===== src/rtl/dac_dbuf.sv =====
module dac_dbuf #(
  parameter int WIDTH    = 12,
  parameter int CHANNELS = 2,
  localparam int CH_W    = (CHANNELS > 1) ? $clog2(CHANNELS) : 1,
  localparam int NIB_N   = (WIDTH + 3) / 4,
  localparam int LANE_W  = (NIB_N > 1) ? $clog2(NIB_N) : 1
) (
  input  logic                         clk,
  input  logic                         rst_n,
  input  logic                         wr_en,
  input  logic [1:0]                   wr_mode,
  input  logic [CH_W-1:0]              wr_chan,
  input  logic [LANE_W-1:0]            wr_lane,
  input  logic [WIDTH-1:0]             wr_data,
  input  logic                         sh_en,
  input  logic [CH_W-1:0]              sh_chan,
  input  logic                         sh_bit,
  input  logic                         upd,
  output logic [CHANNELS*WIDTH-1:0]    staged,
  output logic [CHANNELS*WIDTH-1:0]    dac_out,
  output logic [CHANNELS-1:0]          pending
);

  localparam logic [1:0] M_WORD = 2'd0;
  localparam logic [1:0] M_BYTE = 2'd1;
  localparam logic [1:0] M_NIB  = 2'd2;

  for (genvar c = 0; c < CHANNELS; c++) begin : g_ch
    logic [WIDTH-1:0] stg_q, stg_d, out_q;
    logic             pend_q, touch;
    wire              hit_w = wr_en && (int'(wr_chan) == c);
    wire              hit_s = sh_en && (int'(sh_chan) == c) && !hit_w;

    always_comb begin
      stg_d = stg_q;
      touch = 1'b0;
      if (hit_w) begin
        case (wr_mode)
          M_WORD: begin
            stg_d = wr_data;
            touch = 1'b1;
          end
          M_BYTE: begin
            if (int'(wr_lane) * 8 < WIDTH) begin
              touch = 1'b1;
              for (int b = 0; b < WIDTH; b++)
                if (b / 8 == int'(wr_lane)) stg_d[b] = wr_data[b % 8];
            end
          end
          M_NIB: begin
            if (int'(wr_lane) * 4 < WIDTH) begin
              touch = 1'b1;
              for (int b = 0; b < WIDTH; b++)
                if (b / 4 == int'(wr_lane)) stg_d[b] = wr_data[b % 4];
            end
          end
          default: ;
        endcase
      end else if (hit_s) begin
        stg_d = {stg_q[WIDTH-2:0], sh_bit};
        touch = 1'b1;
      end
    end

    always_ff @(posedge clk or negedge rst_n) begin
      if (!rst_n) begin
        stg_q  <= '0;
        out_q  <= '0;
        pend_q <= 1'b0;
      end else begin
        stg_q <= stg_d;
        if (upd) out_q <= stg_q;
        if (touch)    pend_q <= 1'b1;
        else if (upd) pend_q <= 1'b0;
      end
    end

    assign staged[c*WIDTH +: WIDTH]  = stg_q;
    assign dac_out[c*WIDTH +: WIDTH] = out_q;
    assign pending[c]                = pend_q;
  end

endmodule


===== config.mk =====
export PLATFORM = sky130hd
export DESIGN_NAME = dac_dbuf
export DESIGN_NICKNAME = d
export VERILOG_FILES = /design/src/rtl/dac_dbuf.sv
export SDC_FILE = /design/constraint.sdc
export NUM_CORES = 1
export LEC_CHECK = 0
export BUFFER_PORTS_ARGS = -buffer_cell sky130_fd_sc_hd__clkbuf_2
export CAP_MARGIN = 20
export CORE_AREA = 2 2 98 100
export CTS_CLUSTER_DIAMETER = 60
export DETAILED_ROUTE_END_ITERATION = 16
export DIE_AREA = 0 0 100 102
export PLACE_DENSITY = 0.6
export SYNTH_ARGS = -nofsm -noshare
export SYNTH_HDL_FRONTEND = slang
export SYNTH_SLANG_ARGS = --single-unit
export TNS_END_PERCENT = 100

===== constraint.sdc =====
create_clock -name clk -period 1.5 [get_ports clk]
set_clock_uncertainty 0.1 [all_clocks]
set_input_delay 0.15 -clock clk [delete_from_list [all_inputs] [get_ports clk]]
set_output_delay 0.15 -clock clk [all_outputs]
set_load 0.02 [all_outputs]

======== Word-level counts from Yosys, hierarchy flattened ========
Cells that the tools add are included.
word-level totals
  bits in registers ....................... 50
  logic and storage cells ................. 92
  bits of input ports ..................... 24
  output and inout port bits .............. 50
operators by class
  bitwise operators ....................... 2
  equal/unequal tests ..................... 18
  order comparisons ....................... 2
  muxes and demuxes ....................... 40
  reductions and logical operators ........ 20
operator list
  cell                  count
  $mux W12              8
  $pmux W12 S3          2
  $ne A3 B3 Y1 const B  12
  $mux W1               29
  $reduce_and A6 Y1     4
  $ne A4 B1 Y1 const B  2
  $reduce_and A4 Y1     2
  $reduce_bool A2 Y1    4
  $logic_and A1 B1 Y1   6
  $lt A5 B4 Y1 const B  1
  $eq A2 B2 Y1 const A  2
  $logic_not A2 Y1      2
  $lt A4 B4 Y1 const B  1
  $pmux W1 S3           1
  $eq A2 B1 Y1 const B  1
  $eq A2 B2 Y1 const B  1
  $logic_not A1 Y1      2
  $not A1 Y1            2

======== Logic depth before layout (Yosys ltp) ========
Gate-level depths: netlist of the first run.
  depth after elaboration ................. 7
  gate-level depth with buffers ........... 7
  mapped depth without buffers ............ 6

======== Least setup slack after synthesis of the first run ========
Ideal clock, no wire load.
  path kind ............................... input port to flip-flop
  start ................................... input wr_mode[0]
  end ..................................... register g_ch[0].stg_q[10]
  setup time .............................. 0.125 ns
  arrival time ............................ 1.510 ns
  stages .................................. 6
  data required time ...................... 1.275 ns
  path buffers ............................ 0
  setup slack ............................. -0.235 ns
  cells stage by stage .................... inv_1 ha_1 or3_4 a21o_1 o311ai_4 mux2_4
on the way
  longest elaborated chain between the ends .. 3
  elaborated cells between the ends (all ways) .. 11
  those cells by class .................... eq/ne (7); mux (2); reduce/logical (2)
RTL lines
  element                                                         line  text
  start: declaration                                              11    input logic [1:0] wr_mode,
  $eq A2 B2 Y1, or another cell as far along                      38    case (wr_mode)
  $ne A4 B1 Y1 (no line), or another cell as far along            -
  $reduce_and A6 Y1 (no line) / $mux W12 (equally long branches)  -
  end signal: assignment                                          71    stg_q <= stg_d;
  end: declaration                                                29    logic [WIDTH-1:0] stg_q, stg_d, out_q;
Parallel ways exist; a longest one is shown, timed or not.
A chain may end at the register's enable or synchronous reset.

======== Final worst setup path of the first run ========
  start ................................... input wr_mode[0]
  end ..................................... register g_ch[0].stg_q[8]
The elaborated chain is that of the path after synthesis.

==> results of run 1 <==
==> what timing repair did <==
item / CTS / global route
hold buffers: 1 / 0
buffers inserted: 0 / 2
gates resized for setup: 12 / 12
endpoints found under the hold margin: 50 / 0
cloned: 0 / 0
pin swaps: 6 / 9
setup endpoints to repair: 24 / 18
==> report_power, final <==
part           total [W]  internal (W)  switching [W]
clock network   0.000923      0.000499       0.000424
logic            0.00201      0.000890        0.00112
registers        0.00211       0.00177       0.000341
total            0.00504       0.00316        0.00188
==> worst max-delay path, delay by kind of cell <==
| family | cells | cell delay (ps) |
|---|---|---|
| AND/OR/NAND/NOR | 1 | 410 |
| adder cells (fa/ha/maj) | 1 | 150 |
| multiplexers | 1 | 340 |
| AO/OA/AOI/OAI | 2 | 380 |
| buffers and inverters | 2 | 170 |
==> state kept, by name, summed over array words and instances (netlist names) <==
| signal | cells |
|---|---|
| g_ch.pend_q | 2 |
| g_ch.stg_q | 24 |
| g_ch.out_q | 24 |
==> metrics by stage <==
stage / power, W / worst slack, ps / cells / hold slack [ps]
2_1_floorplan: 0.003347 / -77.82 / 219 / -245.6
3_3_place_gp: 0.004082 / -416.0 / 411 / 62.22
3_5_place_dp: 0.004127 / -430.7 / 411 / 64.75
4_1_cts: 0.005087 / 16.46 / 420 / 59.97
5_1_grt: 0.005362 / -29.96 / 421 / 87.23
6_report: 0.005044 / -16.23 / 421 / 84.79
==> per-layer routing <==
metal	vias up	wire length [um]	GRT usage
met3	5	245	0.02668
met5	-	0	0
met2	43	3237	0.2209
met1	992	3172	0.1792
met4	0	76	0.03793
li1	986	-	-
==> layout make-up <==
class,count,share of cell area
Clock inverter,1,0.008290
Timing Repair Buffer,95,0.1686
Sequential cell,50,0.3454
Inverter,4,0.009672
Clock buffer,7,0.02107
Tap cell,111,0.03834
Multi-Input combinational cell,153,0.4086
==> cell usage in the layout (no fill, tap or decap), drive strengths merged, types with 2 or more instances in the layout <==
master	netlist	final
or3	2	2
inv	4	4
and2	11	11
a31oi	4	4
a221o	10	10
nor2	3	3
o311ai	4	4
ha	6	6
mux2	40	40
a21o	2	2
o21ai	20	20
a21oi	3	3
clkbuf	4	80
buf	8	21
dfrtp	50	50
nor2b	6	6
nand2	20	20
a32oi	4	4
nand2b	4	4
nand3	2	2
==> path summary, 6_finish.rpt <==
check                                   from                end  slack [ps]  depth (start not counted)
min                               wr_data[1]   g_ch[1].stg_q[1]          80                          2
max in group asynchronous              rst_n   g_ch[1].out_q[4]         800                          3
min in group asynchronous              rst_n     g_ch[0].pend_q         260                          3
max reg2reg                 g_ch[1].stg_q[3]   g_ch[1].stg_q[4]         360                          3
max                               wr_mode[0]   g_ch[0].stg_q[8]         -20                          7
min reg2reg                g_ch[0].out_q[10]  g_ch[0].out_q[10]         410                          1
==> cell families after synthesis <==
| logic type | synth area share |
|---|---|
| AO/OA/AOI/OAI | 0.1607 |
| AND/OR/NAND/NOR | 0.1237 |
| buffers and inverters | 0.03091 |
| adder cells (fa/ha/maj) | 0.02810 |
| multiplexers | 0.1883 |
| flip-flops | 0.4684 |
==> metrics.md, run 1 <==
| Metric | Value |
|---|---|
| Result of the run | complete, but fails checks |
| Failing checks | negative setup slack |
| DIE AREA | 0.01020 sq mm |
| Port Buf Inserts | 73 |
| Distinct cell type count after synthesis | 45 |
| Row cnt | 35 |
| Leak pwr | 1.713 nW |
| Crit share post-route | 1.011 |
| Register area | 0.001251 sq mm |
| Post-detailed-route via-to-cell ratio | 4.812 |
| Number of global-route vias before repair | 1,907 |
| Setup TNS | -62.33 ps |
| Global-route wire length before repair | 10.39 mm |
| Slew margin rel. | 0.6104 |
| Unrepaired setup endpoints after global routing | yes |
| Crit path DAT | 1600 ps |
| Clock tree from TritonCTS | yes |
| Post-detailed-route wirelength per cell | 15.99 um |
| Total congestion overflow after global routing | 0 |
| Post-synthesis sequential area ratio | 0.4684 |
| Maximum fanout along the worst path | 4 |
| Effective utilization at floorplan | 0.2933 |
| Antenna Violating Nets Remaining | 0 |
| Filler cell count in the final layout | 889 |
| Classification of the worst setup path | in2reg |
| Top post-synthesis cells by area | sky130_fd_sc_hd__dfrtp_1 (47%), sky130_fd_sc_hd__mux2_2 (12%), sky130_fd_sc_hd__mux2_4 (4.5%) |
| Cell area after layout | 0.003622 sq mm |
| Fraction of final layout cells sized beyond drive strength 1 | 0.5419 |
| Transition time at the pin with the least slew margin | 575.3 ps |
| Clock input transition at the sequential cells of the worst setup and hold paths | 90 ps |
| Routed WL | 6.732 mm |
| Highest clock frequency the design can meet | 0.6595 GHz |
| Height of the chip | 102 um |
| Top flip-flop cell by instance count after synthesis | sky130_fd_sc_hd__dfrtp_1 |
| Mean Syn Cell Area | 12.20 sq um |
| Warnings, synthesis | 0 |
| Max-cap check violation count | 0 |
| Total count of hold-check failures in the final report | 0 |
| Count of boundary I/O pins | 74 |
| Layout net count | 339 |
| Min Tclk post-route | 1516 ps |
| Max Root-Sink Buffers | 2 |
| Finished Core Util | 0.3977 |
| Depth of the CTS H-tree | 2 |
| Fraction of synthesized cell area taken by the top area cell type | 0.4684 |
| Synthesized flop and latch total | 50 |
| Maximum number of pins on one net before global-route repair | 51 |
| Total count of max-transition violations in the final report | 0 |
| Routability-driven placement congestion ratio | 0.8273 |
| Crit path largest cell delay | 410 ps |
| Buffer cell driving the clock tree root | sky130_fd_sc_hd__clkbuf_8 |
| Top cell types by occurrence after synthesis | sky130_fd_sc_hd__dfrtp_1 (50), sky130_fd_sc_hd__mux2_2 (28), sky130_fd_sc_hd__nand2_1 (20) |
| Pwr per Cell Area | 1392 mW/mm^2 |
| ANT cells | 0 |
| Most common cell in the synthesized netlist | sky130_fd_sc_hd__dfrtp_1 |
| Insertion delay to the later sink of the worst-skew pair | 290 ps |
| Final setup slack of the worst path | -16.23 ps |
| Total nets after synthesis | 249 |
| Type of destination of the critical path | flop |
| Total CTS buffers | 5 |
| Worst hold-check path type | in2reg |
| Count of routing violations after the opening detailed-route iteration | 125 |
| Yosys top cell by area | sky130_fd_sc_hd__dfrtp_1 |
| Total global-route track usage | 0.1336 |
| Number of antenna violations at the first check in global routing | 0 |
| Horizontal die dimension | 100 um |
| Worst voltage drop across the vdd grid | 0.0004390 V |
| Cell breakdown of the critical path | clkbuf_16 > inv_12 > ha_4 > or3_4 > a21o_1 > o311ai_4 > mux2_4 |
| Netlist area before placement | 0.002671 sq mm |
| Area of combinational cells with multiple inputs | 0.001480 sq mm |
| Master of the slowest instance on the critical path | sky130_fd_sc_hd__or3_4 |
| Final HPWL DP | 5.354 mm |
| First-pass DRT Iterations | 4 |
| EDFF count, synth | 0 |
| Core Footprint | 0.009109 sq mm |
| Worst path required time | 1590 ps |
| Proportion of register bits with asynchronous set or reset after synthesis | 1.000 |
| Startpoint type of the worst setup path | primary input |
| Routed vias | 2,026 |
| Area added between synthesis and finish | 35.60% |
| Placed inst area | 0.003341 sq mm |
| Number of sinks handled by clock tree synthesis | 50 |
| Post-route DRC | 0 |
| Final setup violating endpoints | 4 |
| Number of instances in the synthesized netlist | 219 |
Power figures use the tool's default switching activity.
==> run 2: changes to the inputs <==
--- a/config.mk
+++ b/config.mk
@@ -7,11 +7,11 @@
 export LEC_CHECK = 0
 export BUFFER_PORTS_ARGS = -buffer_cell sky130_fd_sc_hd__clkbuf_2
 export CAP_MARGIN = 20
-export CORE_AREA = 2 2 98 100
+export CORE_AREA = 2 2 74 76
 export CTS_CLUSTER_DIAMETER = 60
 export DETAILED_ROUTE_END_ITERATION = 16
-export DIE_AREA = 0 0 100 102
-export PLACE_DENSITY = 0.6
+export DIE_AREA = 0 0 76 78
+export PLACE_DENSITY = 0.9
 export SYNTH_ARGS = -nofsm -noshare
 export SYNTH_HDL_FRONTEND = slang
 export SYNTH_SLANG_ARGS = --single-unit
==> run 2 against run 1 <==
The flow now finishes without violations. Final cell count down 9.5%. Global-route usage up 9.8 points. Combinational power up 2%. Critical path type unchanged. Critical endpoint is now g_ch[0].stg_q[11]. Largest cell class unchanged. Highest routed layer unchanged.
==> metrics.md, run 2 (synthesized netlist as in run 1, its figures left out) <==
| Metric | Value |
|---|---|
| Total global-route track usage | 0.2313 (+0.09772) |
| Post-detailed-route via-to-cell ratio | 5.546 (+15%) |
| Post-detailed-route wirelength per cell | 17.53 um (+9.6%) |
| Number of sinks handled by clock tree synthesis | 50 (unchanged) |
| Effective utilization at floorplan | 0.5298 (+0.2365) |
| Internal power consumption | 0.002999 W (-5.2%) |
| Insertion delay to the later sink of the worst-skew pair | 310 ps (+20 ps) |
| Height of the chip | 78 um (-24%) |
| Maximum number of pins on one net before global-route repair | 51 (unchanged) |
| Switching power | 0.001950 W (+3.7%) |
| Max-cap check violation count | 0 (unchanged) |
| Total congestion overflow after global routing | 0 (unchanged) |
| Total count of hold-check failures in the final report | 0 (unchanged) |
| Busiest layer in global routing | met2 |
| Depth of the CTS H-tree | 2 (unchanged) |
| Global Route met1 Usage | 0.3201 (+0.1409) |
| GR met2 Demand/Resource | 0.3804 (+0.1595) |
| Maximum fanout along the worst path | 4 (unchanged) |
| Crit path largest cell delay | 410 ps (about the same) |
| Min Tclk post-route | 1496 ps (-20.56 ps) |
| Slew margin rel. | 0.7183 (+0.1079) |
| Transition time at the pin with the least slew margin | 421.5 ps (-153.8 ps) |
| Area added between synthesis and finish | 34.52% |
| Sequential fraction of design power | 0.427 (+0.008) |
| Commonest cells after routing, fill and taps aside | sky130_fd_sc_hd__clkbuf_2 (71), sky130_fd_sc_hd__dfrtp_1 (50), sky130_fd_sc_hd__mux2_2 (28) |
| Leak pwr | 1.723 nW (+0.58%) |
| Crit path DAT | 1600 ps (about the same) |
| Worst path required time | 1600 ps (about the same) |
| Startpoint of the tightest hold check path | wr_data[0] |
| Type of destination of the critical path | flop |
| Max Root-Sink Buffers | 2 (unchanged) |
| Core Footprint | 0.005042 sq mm (-45%) |
| Unrepaired setup endpoints after global routing | yes |
| Worst hold slack after final layout | 71.21 ps (-13.58 ps) |
| Start point of the critical path | wr_mode[0] |
| Global-route wire length before repair | 10.89 mm (+4.8%) |
| Buffer cell driving the clock tree root | sky130_fd_sc_hd__clkbuf_8 |
| Worst hold-check path type | in2reg |
| Routability-driven placement congestion ratio | 0.8163 (-1.3%) |
| Post-route DRC | 0 (unchanged) |
| Highest clock frequency the design can meet | 0.6686 GHz (+1.4%) |
| Port Buf Inserts | 73 (unchanged) |
| Pwr per Cell Area | 1377 mW/mm^2 (-1.1%) |
| Final HPWL DP | 4.784 mm (-11%) |
| Fraction of final layout cells sized beyond drive strength 1 | 0.5595 (+0.01755) |
| ANT cells | 0 (unchanged) |
| Largest registers | g_ch.out_q: 24 flops, g_ch.stg_q: 24 flops, g_ch.pend_q: 2 flops |
| Layout net count | 340 (+0.29%) |
| Combinational cell fraction of total power | 0.414 (+0.016) |
| Master of the slowest instance on the critical path | sky130_fd_sc_hd__or3_4 |
| Row cnt | 26 (-26%) |
| Clk network pwr share | 0.160 (-0.023) |
| Clock tree from TritonCTS | yes |
| Most frequent standard cell in the layout excluding fill and tap cells | sky130_fd_sc_hd__clkbuf_2 |
| Count of boundary I/O pins | 74 (unchanged) |
| Startpoint type of the worst setup path | primary input |
| DIE AREA | 0.005928 sq mm (-42%) |
| Routed vias | 2,113 (+4.3%) |
| Total count of max-transition violations in the final report | 0 (unchanged) |
| Finished Core Util | 0.7127 (+0.3150) |
| First-pass DRT Iterations | 4 (unchanged) |
| Count of routing violations after the opening detailed-route iteration | 158 (+26%) |
| Worst slack after detailed placement | -452.2 ps (-21.50 ps) |
| Final setup violating endpoints | 0 (-4) |
| Total CTS buffers | 5 (unchanged) |
| Cell area after layout | 0.003593 sq mm (-0.79%) |
| Cell breakdown of the critical path | clkbuf_16 > inv_12 > ha_4 > or3_4 > a21o_4 > o311ai_4 > mux2_4 |
| R2R Path Start | g_ch[0].stg_q[5] |
| Clock input transition at the sequential cells of the worst setup and hold paths | 100 ps (about the same) |
| Classification of the worst setup path | in2reg |
| Worst voltage drop across the vdd grid | 0.0006006 V (+37%) |
| Crit share post-route | 0.9971 (-0.01370) |
| Number of global-route vias before repair | 2,077 (+8.9%) |
| Placed inst area | 0.003287 sq mm (-1.6%) |
| Horizontal die dimension | 76 um (-24%) |
| Final instance count without filler cells | 381 (-9.5%) |
| Antenna Violating Nets Remaining | 0 (unchanged) |
| Combined buffer and inverter count along the critical path | 2 (unchanged) |
| Proportion of total power due to net switching | 0.3941 (+0.02113) |
| Routed WL | 6.678 mm (-0.80%) |
| Post-Place Cells | 368 (-10%) |
| Number of antenna violations at the first check in global routing | 0 (unchanged) |
| Met3 Usage GRT | 0.02674 (+0.00006840) |
| Cell class contributing the biggest share of worst-path delay | simple AND/OR/NAND/NOR gates |
| Result of the run | finished clean |
| Final setup slack of the worst path | 4.329 ps (+20.56 ps) |
-- run 2: final timing paths --
check                                          to  cells after the start  slack (ps)
max in group asynchronous        g_ch[1].out_q[5]                      3         810
worst min register to register   g_ch[1].out_q[6]                      1         410
worst min-delay path             g_ch[0].stg_q[0]                      2          70
worst max register to register   g_ch[0].stg_q[6]                      3         350
min in group asynchronous        g_ch[1].stg_q[9]                      3         260
worst max-delay path            g_ch[0].stg_q[11]                      7           4
-- run 2: timing repair --
| item | 4_1_cts | 5_1_grt |
|---|---|---|
| resized for setup | 9 | 19 |
| hold endpoints to repair | 50 | 0 |
| pin swaps | 6 | 11 |
| hold buffers | 1 | 0 |
| buffers inserted | 1 | 4 |
| setup endpoints to repair | 24 | 24 |
-- run 2: metrics by stage --
stage	power [W]	setup TNS, ps
finish	0.004949	0
global route	0.005240	-47.28
CTS	0.004904	0
detailed placement	0.004101	-9646
global placement	0.004021	-8888
floorplan	0.003347	-673.5
-- run 2: power groups by stage --
| stage | sequential, W | combinational, W | clock, W |
|---|---|---|---|
| 2_1_floorplan | 0.00259 | 0.000757 | 0 |
| 3_3_place_gp | 0.00210 | 0.00192 | 0 |
| 3_5_place_dp | 0.00214 | 0.00197 | 0 |
| 4_1_cts | 0.00211 | 0.00200 | 0.000794 |
| 5_1_grt | 0.00219 | 0.00219 | 0.000863 |
| 6_report | 0.00211 | 0.00205 | 0.000791 |
-- run 2: layout make-up --
class,count,area (sq um)
multi-input cells,153,1509
fillers,362,1449
flip-flops and latches,50,1251
repair buffers,96,620.6
well taps,70,87.58
clock buffers,5,68.82
inverters,4,35.03
clock inverters,3,21.27
-- run 2: routing by layer --
metal  vias up  part of all wire
met3        13             0.038
met1      1042              0.43
met2        73              0.51
met4         0             0.021
met5         -                 0
li1        985                 -
